--- src/rtl/hfix_pkg.sv ---
package hfix_pkg;
  localparam int unsigned MIN_W = 3;
  localparam int unsigned MAX_W = 30;

  // bits needed to name any 1-based position of a w-bit word
  function automatic int unsigned syn_bits(input int unsigned w);
    return $clog2(w + 1);
  endfunction

  function automatic bit in_group(input int unsigned pos, input int unsigned k);
    return ((pos >> k) & 1) != 0;
  endfunction
endpackage

--- src/rtl/hfix_syndrome.sv ---
module hfix_syndrome
  import hfix_pkg::*;
#(
  parameter int unsigned W  = 12,
  parameter int unsigned SB = syn_bits(W)
) (
  input  logic [W-1:0]  word_i,
  output logic [SB-1:0] syn_o
);
  for (genvar k = 0; k < SB; k++) begin : g_chk
    logic [W-1:0] sel;
    for (genvar p = 0; p < W; p++) begin : g_pos
      if (in_group(p + 1, k)) begin : g_in
        assign sel[p] = word_i[p];
      end else begin : g_out
        assign sel[p] = 1'b0;
      end
    end
    assign syn_o[k] = ^sel;
  end
endmodule

--- src/rtl/hfix_flip.sv ---
module hfix_flip
  import hfix_pkg::*;
#(
  parameter int unsigned W  = 12,
  parameter int unsigned SB = syn_bits(W)
) (
  input  logic          clk_i,
  input  logic          rst_ni,
  input  logic [W-1:0]  word_i,
  input  logic [SB-1:0] syn_i,
  output logic [W-1:0]  fixed_o,
  output logic          fix_o
);
  logic [W-1:0] hit;

  for (genvar p = 0; p < W; p++) begin : g_dec
    assign hit[p] = (syn_i == SB'(p + 1));
  end

  assign fix_o   = (32'(syn_i) <= 32'(W));
  assign fixed_o = word_i ^ hit;

  p_one_flip_r8: assert property (@(posedge clk_i) disable iff (!rst_ni)
    $countones(word_i ^ fixed_o) <= 1);

  p_unfix_passthru_r4: assert property (@(posedge clk_i) disable iff (!rst_ni)
    !fix_o |-> (fixed_o == word_i));
endmodule

--- src/rtl/hfix_out_stage.sv ---
module hfix_out_stage #(
  parameter int unsigned W       = 12,
  parameter bit          REG_OUT = 1'b0
) (
  input  logic       clk_i,
  input  logic       rst_ni,
  input  logic [W:0] d_i,
  output logic [W:0] q_o
);
  if (REG_OUT) begin : g_reg
    always_ff @(posedge clk_i or negedge rst_ni) begin
      if (!rst_ni) q_o <= '0;
      else         q_o <= d_i;
    end
  end else begin : g_comb
    logic unused_clk;
    assign unused_clk = clk_i ^ rst_ni;
    assign q_o = d_i;
  end
endmodule

--- src/rtl/hfix_corrector.sv ---
module hfix_corrector
  import hfix_pkg::*;
#(
  parameter int unsigned W       = 12,
  parameter bit          REG_OUT = 1'b0
) (
  input  logic         clk_i,
  input  logic         rst_ni,
  input  logic [W-1:0] word_i,
  output logic [W:0]   result_o
);
  localparam int unsigned SB = syn_bits(W);

  initial assert (W >= MIN_W && W <= MAX_W);

  logic [SB-1:0] syn;
  logic [W-1:0]  fixed;
  logic          fix;

  hfix_syndrome #(.W(W), .SB(SB)) u_syn (
    .word_i (word_i),
    .syn_o  (syn)
  );

  hfix_flip #(.W(W), .SB(SB)) u_flip (
    .clk_i   (clk_i),
    .rst_ni  (rst_ni),
    .word_i  (word_i),
    .syn_i   (syn),
    .fixed_o (fixed),
    .fix_o   (fix)
  );

  hfix_out_stage #(.W(W), .REG_OUT(REG_OUT)) u_out (
    .clk_i  (clk_i),
    .rst_ni (rst_ni),
    .d_i    ({fix, fixed}),
    .q_o    (result_o)
  );

  p_clean_word_r2: assert property (@(posedge clk_i) disable iff (!rst_ni)
    (syn == '0) |-> (fix && fixed == word_i));

  p_named_bit_flipped_r3: assert property (@(posedge clk_i) disable iff (!rst_ni)
    (syn != '0 && 32'(syn) <= 32'(W)) |-> (fixed[syn - 1'b1] != word_i[syn - 1'b1]));
endmodule

--- config.mk ---
export PLATFORM = sky130hd
export DESIGN_NAME = hfix_corrector
export DESIGN_NICKNAME = d
export VERILOG_FILES = /design/src/rtl/hfix_pkg.sv /design/src/rtl/hfix_syndrome.sv /design/src/rtl/hfix_flip.sv /design/src/rtl/hfix_out_stage.sv /design/src/rtl/hfix_corrector.sv
export SDC_FILE = /design/constraint.sdc
export NUM_CORES = 1
export LEC_CHECK = 0
export BUFFER_PORTS_ARGS = -buffer_cell sky130_fd_sc_hd__buf_2
export CORE_MARGIN = 2
export CORE_UTILIZATION = 35
export DETAILED_ROUTE_END_ITERATION = 7
export PLACE_DENSITY_LB_ADDON = 0.15
export SYNTH_ARGS = -nofsm -noshare
export SYNTH_HDL_FRONTEND = slang
export SYNTH_SLANG_ARGS = --single-unit
export TNS_END_PERCENT = 20
--- constraint.sdc ---
create_clock -name vclk -period 1.48
set_input_delay 0.074 -clock vclk [all_inputs]
set_output_delay 0.074 -clock vclk [all_outputs]
set_load 0.005 [all_outputs]
==> results of run 1 <==
-- logic make-up after synthesis --
family | Yosys count | synth area share, %
xor gates and xnor gates | 25 | 58.9
and+or+nand+nor | 12 | 32.3
buffers and inverters | 4 | 6.85
AOI/OAI and AO/OA | 1 | 1.96
-- worst max-delay path, delay by kind of cell --
family / cells / cell delay (ns)
XOR/XNOR: 3 / 0.83
AND/OR/NAND/NOR: 1 / 0.32
buffers and inverters: 2 / 0.29
-- cells in the mapped netlist --
master and n:
xor2_1 10, xnor2_1 9, nand4b_1 4, nor4b_4 3, xnor3_1 3, and4bb_1 2
buf_6 2, a211o_2 1, and4bb_2 1, buf_2 1, buf_4 1, nand4_1 1
nor4b_2 1, xnor3_2 1, xor2_2 1, xor3_4 1
-- through the flow --
step                      hold slack (ns)  util (%)  worst slack (ns)  cell area, sq um  power, mW
final                               0.421      64.4            -0.113               860      0.653
after global routing                0.437      64.4            -0.202               860      0.712
after detailed placement            0.432      55.0            -0.175               733      0.583
after global placement              0.426      55.0            -0.181               733      0.577
after CTS                           0.408      61.2            -0.159               816      0.634
after floorplan                     0.203         -            0.0735               512      0.401
-- placed cells by master (no fill, tap or decap) --
cell      instances
and4bb_2          1
buf_4            16
xnor3_2           1
xnor2_1           6
xor2_1            9
buf_2            20
xnor3_1           3
buf_8             1
nor4b_4           4
xor2_4            2
xor3_4            1
buf_6             5
and4bb_1          2
xnor2_2           2
nand4_1           1
xnor2_4           1
nand4b_1          4
a211o_2           1
-- report_power, final --
part	total (mW)	internal [mW]	switching, mW	leakage [nW]
Sequential	0	0	0	0
Clock	0	0	0	0
Combinational	0.653	0.373	0.279	0.429
-- worst paths after layout --
path,from,end,slack (ns),cells after the start
setup / recovery,word_i[6],result_o[10],-0.11,6
hold / removal,word_i[8],result_o[8],0.42,3
-- metal layers --
metal	up-vias	wire length (um)	part of all wire (%)	global-route usage, %
met5	-	0	0	0
met4	0	0	0	0
met3	0	39	3.6	0
met2	13	559	52	22.2
met1	197	475	44	19.3
li1	229	-	-	-
-- timing repair --
item | 4_1_cts | 5_1_grt
buffers inserted | 1 | 1
gates resized for setup | 16 | 4
pin swaps | 11 | 11
endpoints found under the setup margin | 13 | 13
-- final cells by class --
type,count,share of cell area [%]
Multi-Input combinational cell,38,63.9
Timing Repair Buffer,42,33.9
Tap cell,15,2.18
==> results.sh, run 1 <==
export IMPL_path_max_fanout=6
export IMPL_syn_inst=42
export IMPL_min_path_type="input pin to primary output"
export IMPL_syn2layout_area_growth_pct=68.0
export IMPL_synth_warnings=0
export IMPL_route_vias_total=439
export IMPL_maxSlewHeadroom_pct=86.0
export IMPL_antenna_found_initial=0
export IMPL_finalCritPeriodShare_pct=108
export IMPL_finalSetupTns_ns=-0.543
export IMPL_drt_iter0_drc=4
export IMPL_startpoint_type="input pin"
export IMPL_crit_path_cell_trace="buf_2, xor2_4, xnor3_2, nor4b_4, xor2_1, buf_2"
export IMPL_crit_required_ns=1.41
export IMPL_grt_usage_pct=12.9
export IMPL_netlist_area_leader_share_pct=17.1
export IMPL_crit_path_end_kind="primary output"
export IMPL_wirelength_mm=1.07
export IMPL_synthTopCellsByArea="xor2_1, xnor2_1, nor4b_4"
export IMPL_drive_gt1_share_pct=68.8
export IMPL_multi_input_area_sq_um=549
export IMPL_first_pass_iters=3
export IMPL_grt_start_max_net_pins=14
export IMPL_clock_buffers=0
export IMPL_overflow=0
export IMPL_hold_violations=0
export IMPL_dp_cells=93
export IMPL_grt_pass1_wl_mm=1.91
export IMPL_fin_cells=95
export IMPL_synth_fp_nets=56
export IMPL_fillers=106
export IMPL_gp_congestion=0.730
export IMPL_tightest_slew_ns=0.210
export IMPL_rsz0062_at_grt="yes"
export IMPL_crit_path_top_delay_cell="xnor3_2"
export IMPL_ys_seq_area_share_pct=0
export IMPL_hold_buffers=0
export IMPL_leakage_nw=0.429
export IMPL_violations="negative setup slack"
export IMPL_grt_pass1_vias=416
export IMPL_die_x_um=42.2
export IMPL_nets=96
export IMPL_setup_viol=8
export IMPL_die_y_um=42.2
export IMPL_vias_per_cell=4.62
export IMPL_avgSynthCellArea_sq_um=12.2
export IMPL_die_area_sq_um=1780
export IMPL_start_util_pct=38.4
export IMPL_antenna_cells=0
export IMPL_status="finished, violations left"
export IMPL_io_buffer_count=25
export IMPL_yosysUniqueCellTypes=16
export IMPL_avgRoutedWirePerCell_um=11.3
export IMPL_min_period_ns=1.59
export IMPL_ant_nets=0
export IMPL_regArea_sq_um=0
export IMPL_final_max_slew_viol_count=0
export IMPL_seq_cells=0
export IMPL_placementRows=13
export IMPL_max_cap_viol_count=0
export IMPL_cpPeakStageDelay_ns=0.45
export IMPL_powerDensity_nw_per_um2=759
export IMPL_io_pins=27
export IMPL_crit_type="input pin to primary output"
export IMPL_final_setup_worst_slack_ns=-0.113
export IMPL_worstPathArrival_ns=1.52
export IMPL_irDropWorstVdd_v=0.000465
export IMPL_yosys_area_top_type="xor2_1"
export IMPL_drc_errors=0
export IMPL_cpMostUsedCell="buf_2"
export IMPL_timing_fmax_ghz=0.628
export IMPL_dp_final_hpwl_um=861
export IMPL_core_area_sq_um=1330
export IMPL_syn_area_sq_um=512
(Power assumes the default switching activity.)
==> inputs of run 2 (changes only) <==
--- a/config.mk
+++ b/config.mk
@@ -5,7 +5,7 @@
 export SDC_FILE = /design/constraint.sdc
 export NUM_CORES = 1
 export LEC_CHECK = 0
-export BUFFER_PORTS_ARGS = -buffer_cell sky130_fd_sc_hd__buf_2
+export BUFFER_PORTS_ARGS = -buffer_cell sky130_fd_sc_hd__clkbuf_2
 export CORE_MARGIN = 2
 export CORE_UTILIZATION = 35
 export DETAILED_ROUTE_END_ITERATION = 7
==> run 2 against run 1 <==
  * The run still ends with negative setup slack left
  * Design area shrank 4.7%
  * Sequential share of layout area unchanged
  * Worst setup slack got worse by 0.037 ns
  * Total power shrank 1.5%
  * Clock-buffer cell count did not move
  * Worst hold slack got worse by 0.029 ns
  * Via count rose by 6.2%
  * First-iteration DRC count down 75%
  * Non-clock buffer count rose by 2
  * Combinational power down 2%
  * Die area stayed put
  * Core utilization down 3.0 points
  * Largest power group unchanged
==> results.sh, run 2 (synthesis results as in run 1) <==
export IMPL_worstPathArrival_ns=1.56
export IMPL_die_y_um=42.2
export IMPL_final_setup_worst_slack_ns=-0.150
export IMPL_final_cell_area_sq_um=820
export IMPL_powerDensity_nw_per_um2=785
export IMPL_grt_pass1_wl_mm=1.89
export IMPL_fillers=124
export IMPL_io_pins=27
export IMPL_route_vias_total=466
export IMPL_wl_met1_um=474
export IMPL_startpoint_type="input pin"
export IMPL_wirelength_mm=1.10
export IMPL_placementRows=13
export IMPL_crit_required_ns=1.41
export IMPL_drt_iter0_drc=1
export IMPL_maxSlewHeadroom_pct=84.8
export IMPL_dp_final_hpwl_um=949
export IMPL_timing_fmax_ghz=0.613
export IMPL_drc_errors=0
export IMPL_finalSetupTns_ns=-1.26
export IMPL_overflow=0
export IMPL_grt_usage_pct=12.8
export IMPL_start_util_pct=38.4
export IMPL_path_max_fanout=3
export IMPL_irDropWorstVdd_v=0.000431
export IMPL_route_met3_wl_um=54
export IMPL_fin_cells=97
export IMPL_min_period_ns=1.63
export IMPL_hold_buffers=0
export IMPL_drive_gt1_share_pct=69.5
export IMPL_leakage_nw=0.426
export IMPL_gp_congestion=0.708
export IMPL_grt_start_max_net_pins=12
export IMPL_placed_cell_area_sq_um=756
export IMPL_min_path_type="input pin to primary output"
export IMPL_ant_nets=0
export IMPL_nets=98
export IMPL_regArea_sq_um=0
export IMPL_die_area_sq_um=1780
export IMPL_setup_viol=13
export IMPL_status="finished, violations left"
export IMPL_rsz0062_at_grt="yes"
export IMPL_core_area_sq_um=1330
export IMPL_io_buffer_count=25
export IMPL_grt_pass1_vias=453
export IMPL_multi_input_area_sq_um=500
export IMPL_hold_violations=0
export IMPL_antenna_cells=0
export IMPL_syn2layout_area_growth_pct=60.1
export IMPL_seq_cells=0
export IMPL_violations="negative setup slack"
export IMPL_top_layer_used="met3"
export IMPL_avgRoutedWirePerCell_um=11.4
export IMPL_crit_type="input pin to primary output"
export IMPL_first_pass_iters=2
export IMPL_antenna_found_initial=0
export IMPL_crit_path_end_kind="primary output"
export IMPL_die_x_um=42.2
export IMPL_place_ws_ns=-0.214
export IMPL_clock_buffers=0
export IMPL_vias_per_cell=4.80
export IMPL_crit_path_end="result_o[11]"
export IMPL_p_total_mw=0.643
export IMPL_tightest_slew_ns=0.227
export IMPL_wl_met2_um=576
export IMPL_setup_worst_path_start="word_i[5]"
export IMPL_final_max_slew_viol_count=0
export IMPL_dp_cells=96
export IMPL_final_cell_mix="clkbuf_2, buf_4, xor2_1"
export IMPL_max_cap_viol_count=0
export IMPL_finalCritPeriodShare_pct=110
run 2: stage by stage:
| step | hold slack [ns] | utilization, % |
|---|---|---|
| after floorplan | 0.203 | - |
| after detailed placement | 0.420 | 56.7 |
| after CTS | 0.419 | 59.5 |
| final | 0.392 | 61.4 |
| after global routing | 0.412 | 61.4 |
| after global placement | 0.417 | 56.7 |
run 2: where the power goes:
group | internal (mW) | switching [mW]
sequential | 0 | 0
clock | 0 | 0
combinational | 0.371 | 0.272
run 2: worst min-delay path by stage:
stage	depth (start not counted)	slack, ns	endpoint	startpoint
after floorplan	1	0.20	result_o[10]	word_i[10]
after global placement	3	0.42	result_o[7]	word_i[7]
after detailed placement	3	0.42	result_o[7]	word_i[7]
after CTS	3	0.42	result_o[7]	word_i[7]
after global routing	3	0.41	result_o[8]	word_i[8]
final	3	0.39	result_o[8]	word_i[8]
run 2: layout make-up:
type                       count  area share (%)
tap                           15            2.29
timing repair buffer          44            36.6
multi-input combinational     38            61.1
run 2: timing repair:
item                                    4_1_cts  5_1_grt
gates resized for setup                       6       11
setup buffers                                 0        1
pin swaps                                     4        5
endpoints found under the setup margin       13       13
run 2: critical path, cell delays in order:
cell and delay (ns):
clkbuf_8 0.12, xor2_2 0.20, xor3_4 0.57, nor4b_2 0.30, xor2_1 0.16, clkbuf_2 0.13
run 2: per-layer routing:
metal,vias to the layer above,track usage [%]
li1,235,-
met1,218,15.5
met2,13,25.5
met3,0,0.862
met4,0,0
met5,-,0
==> inputs of run 3 (changes only) <==
--- a/config.mk
+++ b/config.mk
@@ -5,6 +5,7 @@
 export SDC_FILE = /design/constraint.sdc
 export NUM_CORES = 1
 export LEC_CHECK = 0
+export ABC_AREA = 1
 export BUFFER_PORTS_ARGS = -buffer_cell sky130_fd_sc_hd__clkbuf_2
 export CORE_MARGIN = 2
 export CORE_UTILIZATION = 35
==> run 3 against run 2 <==
  * The run now ends clean
  * Highest routed layer unchanged
  * Clock-buffer cell count stayed put
  * Global-route usage increased by 0.96 points
  * Sequential cell count did not move
  * Via count rose by 100%
  * Critical path type unchanged
==> results.sh, run 3 <==
export IMPL_multi_input_area_sq_um=697
export IMPL_core_area_sq_um=2170
export IMPL_avgSynthCellArea_sq_um=5.22
export IMPL_dp_cells=200
export IMPL_nets=188
export IMPL_final_max_slew_viol_count=0
export IMPL_io_buffer_count=25
export IMPL_grt_pass1_vias=719
export IMPL_grt_start_max_net_pins=9
export IMPL_route_met3_wl_um=61
export IMPL_min_period_ns=1.32
export IMPL_avgRoutedWirePerCell_um=9.09
export IMPL_timing_fmax_ghz=0.755
export IMPL_finalSetupTns_ns=0
export IMPL_crit_required_ns=1.41
export IMPL_rsz0062_at_grt="yes"
export IMPL_crit_path_top_delay_cell="clkbuf_2"
export IMPL_path_max_fanout=8
export IMPL_drc_errors=0
export IMPL_critical_path_buf_inv_count=3
export IMPL_first_pass_iters=4
export IMPL_netlist_area_leader_share_pct=35.5
export IMPL_wl_met1_um=823
export IMPL_hold_buffers=0
export IMPL_setup_viol=0
export IMPL_cts_resized_gates=0
export IMPL_hold_violations=0
export IMPL_crit_path_cell_trace="clkbuf_2, inv_4, nand2_1, nand2_1, nand2_2, nand2_2, nand2_2, nand2_4, nor2_4, nand2_1, nand2_1, nand2_1, clkbuf_2"
export IMPL_crit_path_end_kind="primary output"
export IMPL_mostFrequentLayoutCell="nand2_1"
export IMPL_grt_pass1_wl_mm=2.90
export IMPL_clock_buffers=0
export IMPL_yosys_area_top_type="nand2_1"
export IMPL_fillers=257
export IMPL_final_cell_mix="nand2_1, nand3_1, clkbuf_2"
export IMPL_cpPeakStageDelay_ns=0.19
export IMPL_maxSlewHeadroom_pct=76.0
export IMPL_die_y_um=51.3
export IMPL_gp_congestion=0.734
export IMPL_ys_seq_area_share_pct=0
export IMPL_io_pins=27
export IMPL_syn2layout_area_growth_pct=17.4
export IMPL_crit_family="simple AND/OR/NAND/NOR gates"
export IMPL_seq_cells=0
export IMPL_fin_cells=200
export IMPL_leakage_nw=0.570
export IMPL_grt_usage_pct=13.7
export IMPL_crit_type="input pin to primary output"
export IMPL_finalCritPeriodShare_pct=89.5
export IMPL_cts_setup_buffers=0
export IMPL_tightest_slew_ns=0.358
export IMPL_synth_fp_nets=164
export IMPL_yosysMostFrequentCell="nand2_1"
export IMPL_startpoint_type="input pin"
export IMPL_antenna_found_initial=0
export IMPL_wl_met2_um=933
export IMPL_min_path_type="input pin to primary output"
export IMPL_worstPathArrival_ns=1.25
export IMPL_overflow=0
export IMPL_die_x_um=51.3
export IMPL_drt_iter0_drc=19
export IMPL_yosysUniqueCellTypes=16
export IMPL_synthTopCellsByCount="nand2_1, nand3_1, inv_1, nand2_2, nor2_1"
export IMPL_synthTopCellsByArea="nand2_1, nand3_1, nor2_8"
export IMPL_hold_end="result_o[7]"
export IMPL_cpMostUsedCell="nand2_1"
export IMPL_whs_path_depth=4
export IMPL_route_vias_total=933
export IMPL_synth_warnings=0
export IMPL_hold_start="word_i[7]"
export IMPL_start_util_pct=36.1
export IMPL_powerDensity_nw_per_um2=513
export IMPL_vias_per_cell=4.67
export IMPL_wirelength_mm=1.82
export IMPL_placementRows=17
export IMPL_antenna_cells=0
export IMPL_regArea_sq_um=0
export IMPL_die_area_sq_um=2630
export IMPL_ant_nets=0
export IMPL_drive_gt1_share_pct=30.8
export IMPL_irDropWorstVdd_v=0.000234
export IMPL_top_layer_used="met3"
export IMPL_max_cap_viol_count=0
export IMPL_syn_area_sq_um=783
export IMPL_status="finished clean"
export IMPL_syn_inst=150
export IMPL_dp_final_hpwl_mm=1.59
run 3: cell types whose count changed in the layout (fill, tap and decap cells not counted), sizes merged, moves of 3 or more:
cell    change
buf        -26
nor2       +12
nand3      +25
and4bb      -3
xnor2       -7
clkbuf      +7
nor4b       -4
inv        +15
nand4b      -4
xor2       -10
xnor3       -4
nand2      +90
run 3: worst min-delay path, delay by kind of cell:
kind,cells,cell delay (ns)
buffers and inverters,2,0.20
AND/OR/NAND/NOR,2,0.10
run 3: power breakdown:
part | switching (mW) | leakage (nW) | internal (mW)
sequential | 0 | 0 | 0
combinational | 0.302 | 0.570 | 0.170
clock | 0 | 0 | 0
total | 0.302 | 0.570 | 0.170
run 3: worst max-delay path by stage:
stage,endpoint,depth (start not counted),startpoint,slack [ns]
after floorplan,result_o[12],7,word_i[10],0.42
after global placement,result_o[8],12,word_i[6],0.18
after detailed placement,result_o[7],13,word_i[6],0.15
final,result_o[8],13,word_i[6],0.16
after CTS,result_o[7],13,word_i[6],0.15
after global routing,result_o[7],11,word_i[6],-0.01
run 3: layout make-up:
| class | instances | area share, % |
|---|---|---|
| multi-input cells | 131 | 75.8 |
| repair buffers | 25 | 13.6 |
| inverters | 16 | 6.80 |
| well taps | 28 | 3.81 |
run 3: metrics by stage:
step	setup slack, ns	util, %	instance area, sq um	power (mW)	hold WS (ns)
final	0.156	42.4	920	0.471	0.440
after global routing	-0.0137	42.4	920	0.525	0.459
after CTS	0.151	42.3	917	0.477	0.445
after detailed placement	0.154	42.3	917	0.476	0.444
after global placement	0.176	42.3	917	0.464	0.435
after floorplan	0.421	-	783	0.362	0.239
run 3: kinds of logic (layout without fill, tap and decap cells):
family / Yosys count / after routing / synth area share, %
compound gates: 1 / 1 / 0.638
buf+inv: 19 / 41 / 11.3
simple gates: 127 / 127 / 83.7
xor+xnor: 3 / 3 / 4.31
run 3: routing by layer:
metal,track usage [%],vias to the layer above
met5,0,-
met4,0,0
met3,0,0
met2,25.8,16
met1,18.8,411
li1,-,506
